<file path="config.mk">
export PLATFORM = sky130hd
export DESIGN_NAME = dcache_ctrl
export DESIGN_NICKNAME = d
export VERILOG_FILES = /design/src/rtl/dcache_pkg.sv /design/src/rtl/dcache_sdpram.sv /design/src/rtl/dcache_addr_split.sv /design/src/rtl/dcache_ctrl.sv
export SDC_FILE = /design/constraint.sdc
export NUM_CORES = 2
export LEC_CHECK = 0
export ABC_CLOCK_PERIOD_IN_PS = 5000
export BUFFER_PORTS_ARGS = -buffer_cell sky130_fd_sc_hd__clkbuf_2
export CAP_MARGIN = 20
export CORE_MARGIN = 5
export CORE_UTILIZATION = 55
export CTS_BUF_LIST = sky130_fd_sc_hd__clkbuf_8
export DETAILED_ROUTE_END_ITERATION = 16
export PLACE_DENSITY = 0.83
export REMOVE_ABC_BUFFERS = 1
export SETUP_SLACK_MARGIN = 0.5
export SYNTH_ARGS = -nofsm -noshare
export SYNTH_HDL_FRONTEND = slang
export SYNTH_SLANG_ARGS = --single-unit
export TNS_END_PERCENT = 20
</file>
<file path="constraint.sdc">
create_clock -name clk -period 5 [get_ports clk]
set_clock_uncertainty 0.15 [all_clocks]
set_input_delay 0.25 -clock clk [delete_from_list [all_inputs] [get_ports clk]]
set_output_delay 0.25 -clock clk [all_outputs]
set_load 0.01 [all_outputs]
</file>
<file path="src/rtl/dcache_pkg.sv">
package dcache_pkg;
  typedef enum logic [2:0] {
    ST_IDLE,
    ST_LOOKUP,
    ST_BYPASS,
    ST_WB_RD,
    ST_WB_WR,
    ST_FILL,
    ST_FINISH
  } dc_state_t;
endpackage

</file>
<file path="src/rtl/dcache_sdpram.sv">
module dcache_sdpram #(
  parameter int W = 8,
  parameter int D = 16
) (
  input  logic                 clk,
  input  logic                 we,
  input  logic [$clog2(D)-1:0] waddr,
  input  logic [W-1:0]         wdata,
  input  logic [$clog2(D)-1:0] raddr,
  output logic [W-1:0]         rdata
);
  logic [W-1:0] store_m [D];

  always_ff @(posedge clk) begin
    if (we) store_m[waddr] <= wdata;
    rdata <= store_m[raddr];
  end
endmodule

</file>
<file path="src/rtl/dcache_addr_split.sv">
module dcache_addr_split #(
  parameter int AW   = 10,
  parameter int OFFW = 2,
  parameter int IDXW = 4
) (
  input  logic [AW-1:0]           addr,
  input  logic [AW-1:0]           lo,
  input  logic [AW-1:0]           hi,
  output logic [AW-OFFW-IDXW-1:0] tag,
  output logic [IDXW-1:0]         idx,
  output logic [OFFW-1:0]         off,
  output logic                    in_win
);
  localparam int TAGW = AW - OFFW - IDXW;

  assign off    = addr[OFFW-1:0];
  assign idx    = addr[OFFW +: IDXW];
  assign tag    = addr[AW-1 -: TAGW];
  assign in_win = (addr >= lo) && (addr <= hi);
endmodule

</file>
<file path="src/rtl/dcache_ctrl.sv">
module dcache_ctrl #(
  parameter int AW         = 10,
  parameter int DW         = 32,
  parameter int LINE_WORDS = 4,
  parameter int LINES      = 16,
  parameter bit WRITE_BACK = 1'b0,
  parameter bit PARITY_EN  = 1'b1
) (
  input  logic          clk,
  input  logic          rst,
  input  logic          cache_on,
  input  logic [AW-1:0] win_lo,
  input  logic [AW-1:0] win_hi,
  input  logic          cpu_req,
  input  logic          cpu_we,
  input  logic          cpu_inval,
  input  logic          par_inject,
  input  logic [AW-1:0] cpu_addr,
  input  logic [DW-1:0] cpu_wdata,
  output logic          cpu_ready,
  output logic          cpu_done,
  output logic [DW-1:0] cpu_rdata,
  output logic          mem_req,
  output logic          mem_we,
  output logic [AW-1:0] mem_addr,
  output logic [DW-1:0] mem_wdata,
  input  logic          mem_ack,
  input  logic [DW-1:0] mem_rdata
);
  import dcache_pkg::*;

  localparam int OFFW  = $clog2(LINE_WORDS);
  localparam int IDXW  = $clog2(LINES);
  localparam int TAGW  = AW - OFFW - IDXW;
  localparam int DEPTH = LINES * LINE_WORDS;
  localparam int EW    = DW + 1;
  localparam bit CHK   = PARITY_EN && !WRITE_BACK;
  localparam logic [OFFW-1:0] LAST = OFFW'(LINE_WORDS - 1);

  dc_state_t st_q;

  logic [TAGW-1:0] c_tag;
  logic [IDXW-1:0] c_idx;
  logic [OFFW-1:0] c_off;
  logic            c_win;

  logic [TAGW-1:0] tag_q, vtag_q;
  logic [IDXW-1:0] idx_q;
  logic [OFFW-1:0] off_q, cnt_q;
  logic            we_q, inval_q, inj_q, cach_q;
  logic [DW-1:0]   wdata_q, hold_q;
  logic [LINES-1:0] valid_q, dirty_q;

  logic [IDXW+OFFW-1:0] d_raddr, d_waddr;
  logic [EW-1:0]        d_rdata, d_wdata;
  logic                 d_we;
  logic [IDXW-1:0]      t_raddr;
  logic [TAGW-1:0]      t_rdata;
  logic                 t_we;

  logic hit, perr, line_dirty, wr_hit;

  dcache_addr_split #(.AW(AW), .OFFW(OFFW), .IDXW(IDXW)) u_split (
    .addr(cpu_addr), .lo(win_lo), .hi(win_hi),
    .tag(c_tag), .idx(c_idx), .off(c_off), .in_win(c_win)
  );

  dcache_sdpram #(.W(EW), .D(DEPTH)) u_data (
    .clk(clk), .we(d_we), .waddr(d_waddr), .wdata(d_wdata),
    .raddr(d_raddr), .rdata(d_rdata)
  );

  dcache_sdpram #(.W(TAGW), .D(LINES)) u_tag (
    .clk(clk), .we(t_we), .waddr(idx_q), .wdata(tag_q),
    .raddr(t_raddr), .rdata(t_rdata)
  );

  assign cpu_ready = (st_q == ST_IDLE);

  // Lookup decode
  assign hit        = valid_q[idx_q] && (t_rdata == tag_q);
  assign line_dirty = WRITE_BACK && valid_q[idx_q] && dirty_q[idx_q];

  generate
    if (CHK) begin : g_par_chk
      assign perr = ^d_rdata;
    end else begin : g_par_off
      assign perr = 1'b0;
    end
  endgenerate

  assign wr_hit = (st_q == ST_LOOKUP) && !inval_q && cach_q && hit && !perr && we_q;

  // RAM addressing
  always_comb begin
    case (st_q)
      ST_IDLE:            d_raddr = {c_idx, c_off};
      ST_WB_RD, ST_WB_WR: d_raddr = {idx_q, cnt_q};
      default:            d_raddr = {idx_q, off_q};
    endcase
    t_raddr = (st_q == ST_IDLE) ? c_idx : idx_q;
  end

  always_comb begin
    d_we    = 1'b0;
    d_waddr = {idx_q, off_q};
    d_wdata = {(PARITY_EN ? (^wdata_q) ^ inj_q : 1'b0), wdata_q};
    if (st_q == ST_FILL) begin
      d_waddr = {idx_q, cnt_q};
      d_wdata = {(PARITY_EN ? ^mem_rdata : 1'b0), mem_rdata};
      d_we    = mem_req && mem_ack;
    end else if (wr_hit || (st_q == ST_FINISH && we_q)) begin
      d_we = 1'b1;
    end
  end

  assign t_we = (st_q == ST_FINISH);

  // Control
  always_ff @(posedge clk) begin
    if (rst) begin
      st_q      <= ST_IDLE;
      cpu_done  <= 1'b0;
      cpu_rdata <= '0;
      mem_req   <= 1'b0;
      mem_we    <= 1'b0;
      mem_addr  <= '0;
      mem_wdata <= '0;
      valid_q   <= '0;
      dirty_q   <= '0;
      tag_q     <= '0;
      vtag_q    <= '0;
      idx_q     <= '0;
      off_q     <= '0;
      cnt_q     <= '0;
      we_q      <= 1'b0;
      inval_q   <= 1'b0;
      inj_q     <= 1'b0;
      cach_q    <= 1'b0;
      wdata_q   <= '0;
      hold_q    <= '0;
    end else begin
      cpu_done <= 1'b0;
      case (st_q)
        ST_IDLE: begin
          if (cpu_req) begin
            tag_q   <= c_tag;
            idx_q   <= c_idx;
            off_q   <= c_off;
            we_q    <= cpu_we;
            inval_q <= cpu_inval;
            inj_q   <= par_inject;
            cach_q  <= cache_on && c_win;
            wdata_q <= cpu_wdata;
            st_q    <= ST_LOOKUP;
          end
        end

        ST_LOOKUP: begin
          vtag_q <= t_rdata;
          cnt_q  <= '0;
          if (inval_q) begin
            if (line_dirty) begin
              st_q <= ST_WB_RD;
            end else begin
              valid_q[idx_q] <= 1'b0;
              cpu_done       <= 1'b1;
              st_q           <= ST_IDLE;
            end
          end else if (!cach_q) begin
            st_q <= ST_BYPASS;
          end else if (hit && !perr) begin
            if (!we_q) begin
              cpu_rdata <= d_rdata[DW-1:0];
              cpu_done  <= 1'b1;
              st_q      <= ST_IDLE;
            end else if (WRITE_BACK) begin
              dirty_q[idx_q] <= 1'b1;
              cpu_done       <= 1'b1;
              st_q           <= ST_IDLE;
            end else begin
              st_q <= ST_BYPASS;
            end
          end else begin
            if (hit && perr) valid_q[idx_q] <= 1'b0;
            if (we_q && !WRITE_BACK) begin
              st_q <= ST_BYPASS;
            end else if (line_dirty) begin
              st_q <= ST_WB_RD;
            end else begin
              valid_q[idx_q] <= 1'b0;
              st_q           <= ST_FILL;
            end
          end
        end

        ST_BYPASS: begin
          if (!mem_req) begin
            mem_req   <= 1'b1;
            mem_we    <= we_q;
            mem_addr  <= {tag_q, idx_q, off_q};
            mem_wdata <= wdata_q;
          end else if (mem_ack) begin
            mem_req <= 1'b0;
            if (!we_q) cpu_rdata <= mem_rdata;
            cpu_done <= 1'b1;
            st_q     <= ST_IDLE;
          end
        end

        ST_WB_RD: st_q <= ST_WB_WR;

        ST_WB_WR: begin
          if (!mem_req) begin
            mem_req   <= 1'b1;
            mem_we    <= 1'b1;
            mem_addr  <= {vtag_q, idx_q, cnt_q};
            mem_wdata <= d_rdata[DW-1:0];
          end else if (mem_ack) begin
            mem_req <= 1'b0;
            cnt_q   <= cnt_q + 1'b1;
            if (cnt_q == LAST) begin
              dirty_q[idx_q] <= 1'b0;
              valid_q[idx_q] <= 1'b0;
              if (inval_q) begin
                cpu_done <= 1'b1;
                st_q     <= ST_IDLE;
              end else begin
                st_q <= ST_FILL;
              end
            end else begin
              st_q <= ST_WB_RD;
            end
          end
        end

        ST_FILL: begin
          if (!mem_req) begin
            mem_req  <= 1'b1;
            mem_we   <= 1'b0;
            mem_addr <= {tag_q, idx_q, cnt_q};
          end else if (mem_ack) begin
            mem_req <= 1'b0;
            cnt_q   <= cnt_q + 1'b1;
            if (cnt_q == off_q) hold_q <= mem_rdata;
            if (cnt_q == LAST) st_q <= ST_FINISH;
          end
        end

        ST_FINISH: begin
          valid_q[idx_q] <= 1'b1;
          dirty_q[idx_q] <= we_q;
          if (!we_q) cpu_rdata <= hold_q;
          cpu_done <= 1'b1;
          st_q     <= ST_IDLE;
        end

        default: st_q <= ST_IDLE;
      endcase
    end
  end
endmodule

</file>
==> metrics.txt <==
layout filler cell count=10416; internal power=39.4 mW; Yosys reg bits=2393; clk root buf=clkbuf_8; first-pass GRT wire length=421 mm; crit path kind=reg2reg; RePlAce Congestion=0.949; ys flop type=edfxtp_1; die width=426 um; Post-Route WL=298 mm; share of layout cells above drive strength 1=21.4%; RSZ-0062 raised after global routing=yes; CTS tree=yes; TNS Setup=0 ns; Slew headroom=9.86%; CTS H-tree lvls=5; Detailed Place HPWL=161 mm; clock group share of total power=23.8%; synthesized instance count=5744; Final ANT Viol Nets=0; initial antenna violation count=27; Reg area=69700 sq um; Comb pwr share=37.4%; Post-Place Setup Slack=-0.0232 ns; Max-cap violations=0; Global Route Usage Sum=32.2%; largest net degree at the start of global routing=125; Placement Rows=152; Final min period=4.98 ns; area of the die=181000 sq um; Hold WC Path Type=in2reg; type of element launching the critical path=flop; post-route clock period utilization=99.6%; Max Root-Sink Buffers=4; WHS=0.132 ns; worst setup margin=0.0190 ns; worst-skew pair later-pin latency=1.10 ns; number of cells on the critical path=9; Syn Area/Cell=16.5 sq um; vias in the first global route=61623; Sw Share=37.3%; Sink Count=2393; DR pass1 iterations=12; Port Buf Inserts=179; Worst R2R End=u_data.rdata[24]; PD cells=571 nW/um^2; fmax=0.201 GHz; vias per cell=6.92; DR DRC count=0; Crit path largest cell delay=0.76 ns; Reg2Reg Launch Point=st_q[2]; Async S/R FF share, synth=0%; commonest non-fill, non-tap cells in the layout=edfxtp_1, nand2_1, clkbuf_8; leakage power=37.0 nW; Num CTS Buffers=367; DR WL/cell=32.8 um; sequential share of power=38.8%; Yosys warnings=0; final setup vio count=0; area added between synthesis and finish=15.8%; iteration-0 DRC count of the detailed router=12264; nets@finish=6610; Worst R2R Setup Slack=0.02 ns; crit-path cells=nor3_4 > mux2_8 > buf_12 > nand3_1 > o22ai_1 > nor4_1 > buf_4 > o31ai_1 > nor4_4; Initial Utilization=55.3%; Hold Path Stages=5; hold_sp=mem_rdata[3]; placed cell area=100000 sq um; fin util=64.1%; Post-synth EDFFs=2176; register area share after synthesis=73.4%; Hold Path Sink=cpu_rdata[3]; Hold Vio Cnt, Final=0; CORE AREA=172000 sq um; worst path bufs/invs=2; Max VDD drop=0.925 mV; status=complete, no violations; CP max stage cell=nor3_4; delay-heaviest family, CP=simple AND/OR/NAND/NOR gates; worst-path maximum fanout=77; final instance area=110000 sq um; Die Ht=426 um; sw power=23.4 mW; final max-slew violation count=0; Critical Path AT=5.75 ns; clock-pin transition on the worst setup and hold timing paths=0.07 ns; vias=62975; Worst Path Required=5.77 ns; Reg2Reg Depth=9; Slew @ Worst Pin=1.35 ns; Synth Cell Area=95000 sq um; I/O pin count=180; area of the multi-input gates=24100 sq um; commonest non-fill, non-tap cell in the layout=edfxtp_1; Synth cell types=76; CP endpoint kind=flop; grt total ovfl=0
## routing by layer
layer	vias to the layer above	track usage, %	routed length [um]
li1	24137	-	-
met1	30359	38.3	90600
met2	6627	47.8	132000
met3	1824	13.6	48400
met4	28	21.9	27000
met5	-	0.349	212
## worst register-to-register path: cells and delay by family, from the launching register on
kind | cells | cell delay [ns]
AOI/OAI and AO/OA | 2 | 0.37
buffers and inverters | 2 | 0.91
DFF | 1 | 0.52
muxes | 1 | 0.66
and+or+nand+nor | 4 | 2.22
## cells by family (layout without fill, tap and decap cells)
kind of cell    Yosys count  after routing  synth area share [%]
mux                     569            569                  10.7
simple gates           1549           1558                  7.08
fa+ha+maj                21             21                 0.277
other cells               0             28                     0
xor+xnor                100            100                 0.945
buf+inv                 400           1403                  2.11
compound gates          712            712                  5.49
flops                  2393           2393                  73.4
## cell usage after synthesis (all sizes together), types with 18 or more instances
master	instances	area [sq um]
a2111oi	19	235
a211o	40	350
a211oi	101	763
a21oi	123	619
a221oi	25	225
a311oi	61	534
a31oi	89	563
a32o	22	220
and3	134	838
buf	204	1270
clkbuf	172	646
dfxtp	217	4340
edfxtp	2176	65300
ha	21	263
inv	24	90.1
mux2	52	586
mux2i	163	1630
mux4	354	7970
nand2	859	3230
nand2b	19	119
nand3	208	1050
nor2	238	901
nor2b	27	169
nor3	18	95.1
o2111ai	49	429
o21ai	60	304
o22ai	47	294
xnor2	84	743
## per-stage QoR
| step | power (mW) | cells |
|---|---|---|
| final | 62.9 | 9094 |
| after CTS | 61.1 | 9041 |
| after global placement | 45.3 | 8120 |
| after global routing | 64.1 | 9072 |
| after detailed placement | 46.3 | 8130 |
| after floorplan | 36.4 | 5368 |
## state kept, by name, indices dropped and copies added, names as in the netlist, 3 cells and up
signal          flops
cpu_rdata          32
valid_q            16
mem_wdata          32
wdata_q            32
vtag_q              4
idx_q               4
mem_addr           10
tag_q               4
u_data.rdata       33
u_data.store_m   2112
hold_q             32
u_tag.rdata         4
st_q                3
u_tag.store_m      64
## area by class of cell
cell class                 count  share of cell area [%]
antenna                       28                  0.0637
timing repair buffer         741                    6.08
clock inverter               251                    1.02
inverter                      24                  0.0819
multi-input combinational   2960                    21.9
sequential                  2393                    63.3
clock buffer                 387                    4.84
tap                         2310                    2.63
## power groups by stage
stage	Clock (mW)	Sequential, mW	Combinational, mW
after floorplan	0	24.2	12.2
after global placement	0	24.7	20.6
after detailed placement	0	24.8	21.5
after CTS	14.7	24.3	22.1
after global routing	15.9	24.3	23.9
final	14.9	24.4	23.5
## worst max-delay path by stage
stage          startpoint               end  slack (ns)
3_5_place_dp      st_q[1]  u_data.rdata[24]       -0.02
4_1_cts           st_q[0]  u_data.rdata[24]        0.32
6_report          st_q[2]  u_data.rdata[24]        0.02
2_1_floorplan     st_q[1]  u_data.rdata[21]      -14.69
3_3_place_gp      st_q[1]  u_data.rdata[22]       -0.35
5_1_grt           st_q[0]  u_data.rdata[24]        0.21
## what timing repair did
| item | 4_1_cts | 5_1_grt |
|---|---|---|
| cloned | 4 | 5 |
| hold buffers | 266 | 0 |
| setup buffers | 3 | 10 |
| pin swaps | 5 | 10 |
| endpoints found under the hold margin | 538 | 0 |
| setup endpoints to repair | 101 | 696 |
| resized for setup | 10 | 5 |
(Power assumes the default switching activity.)
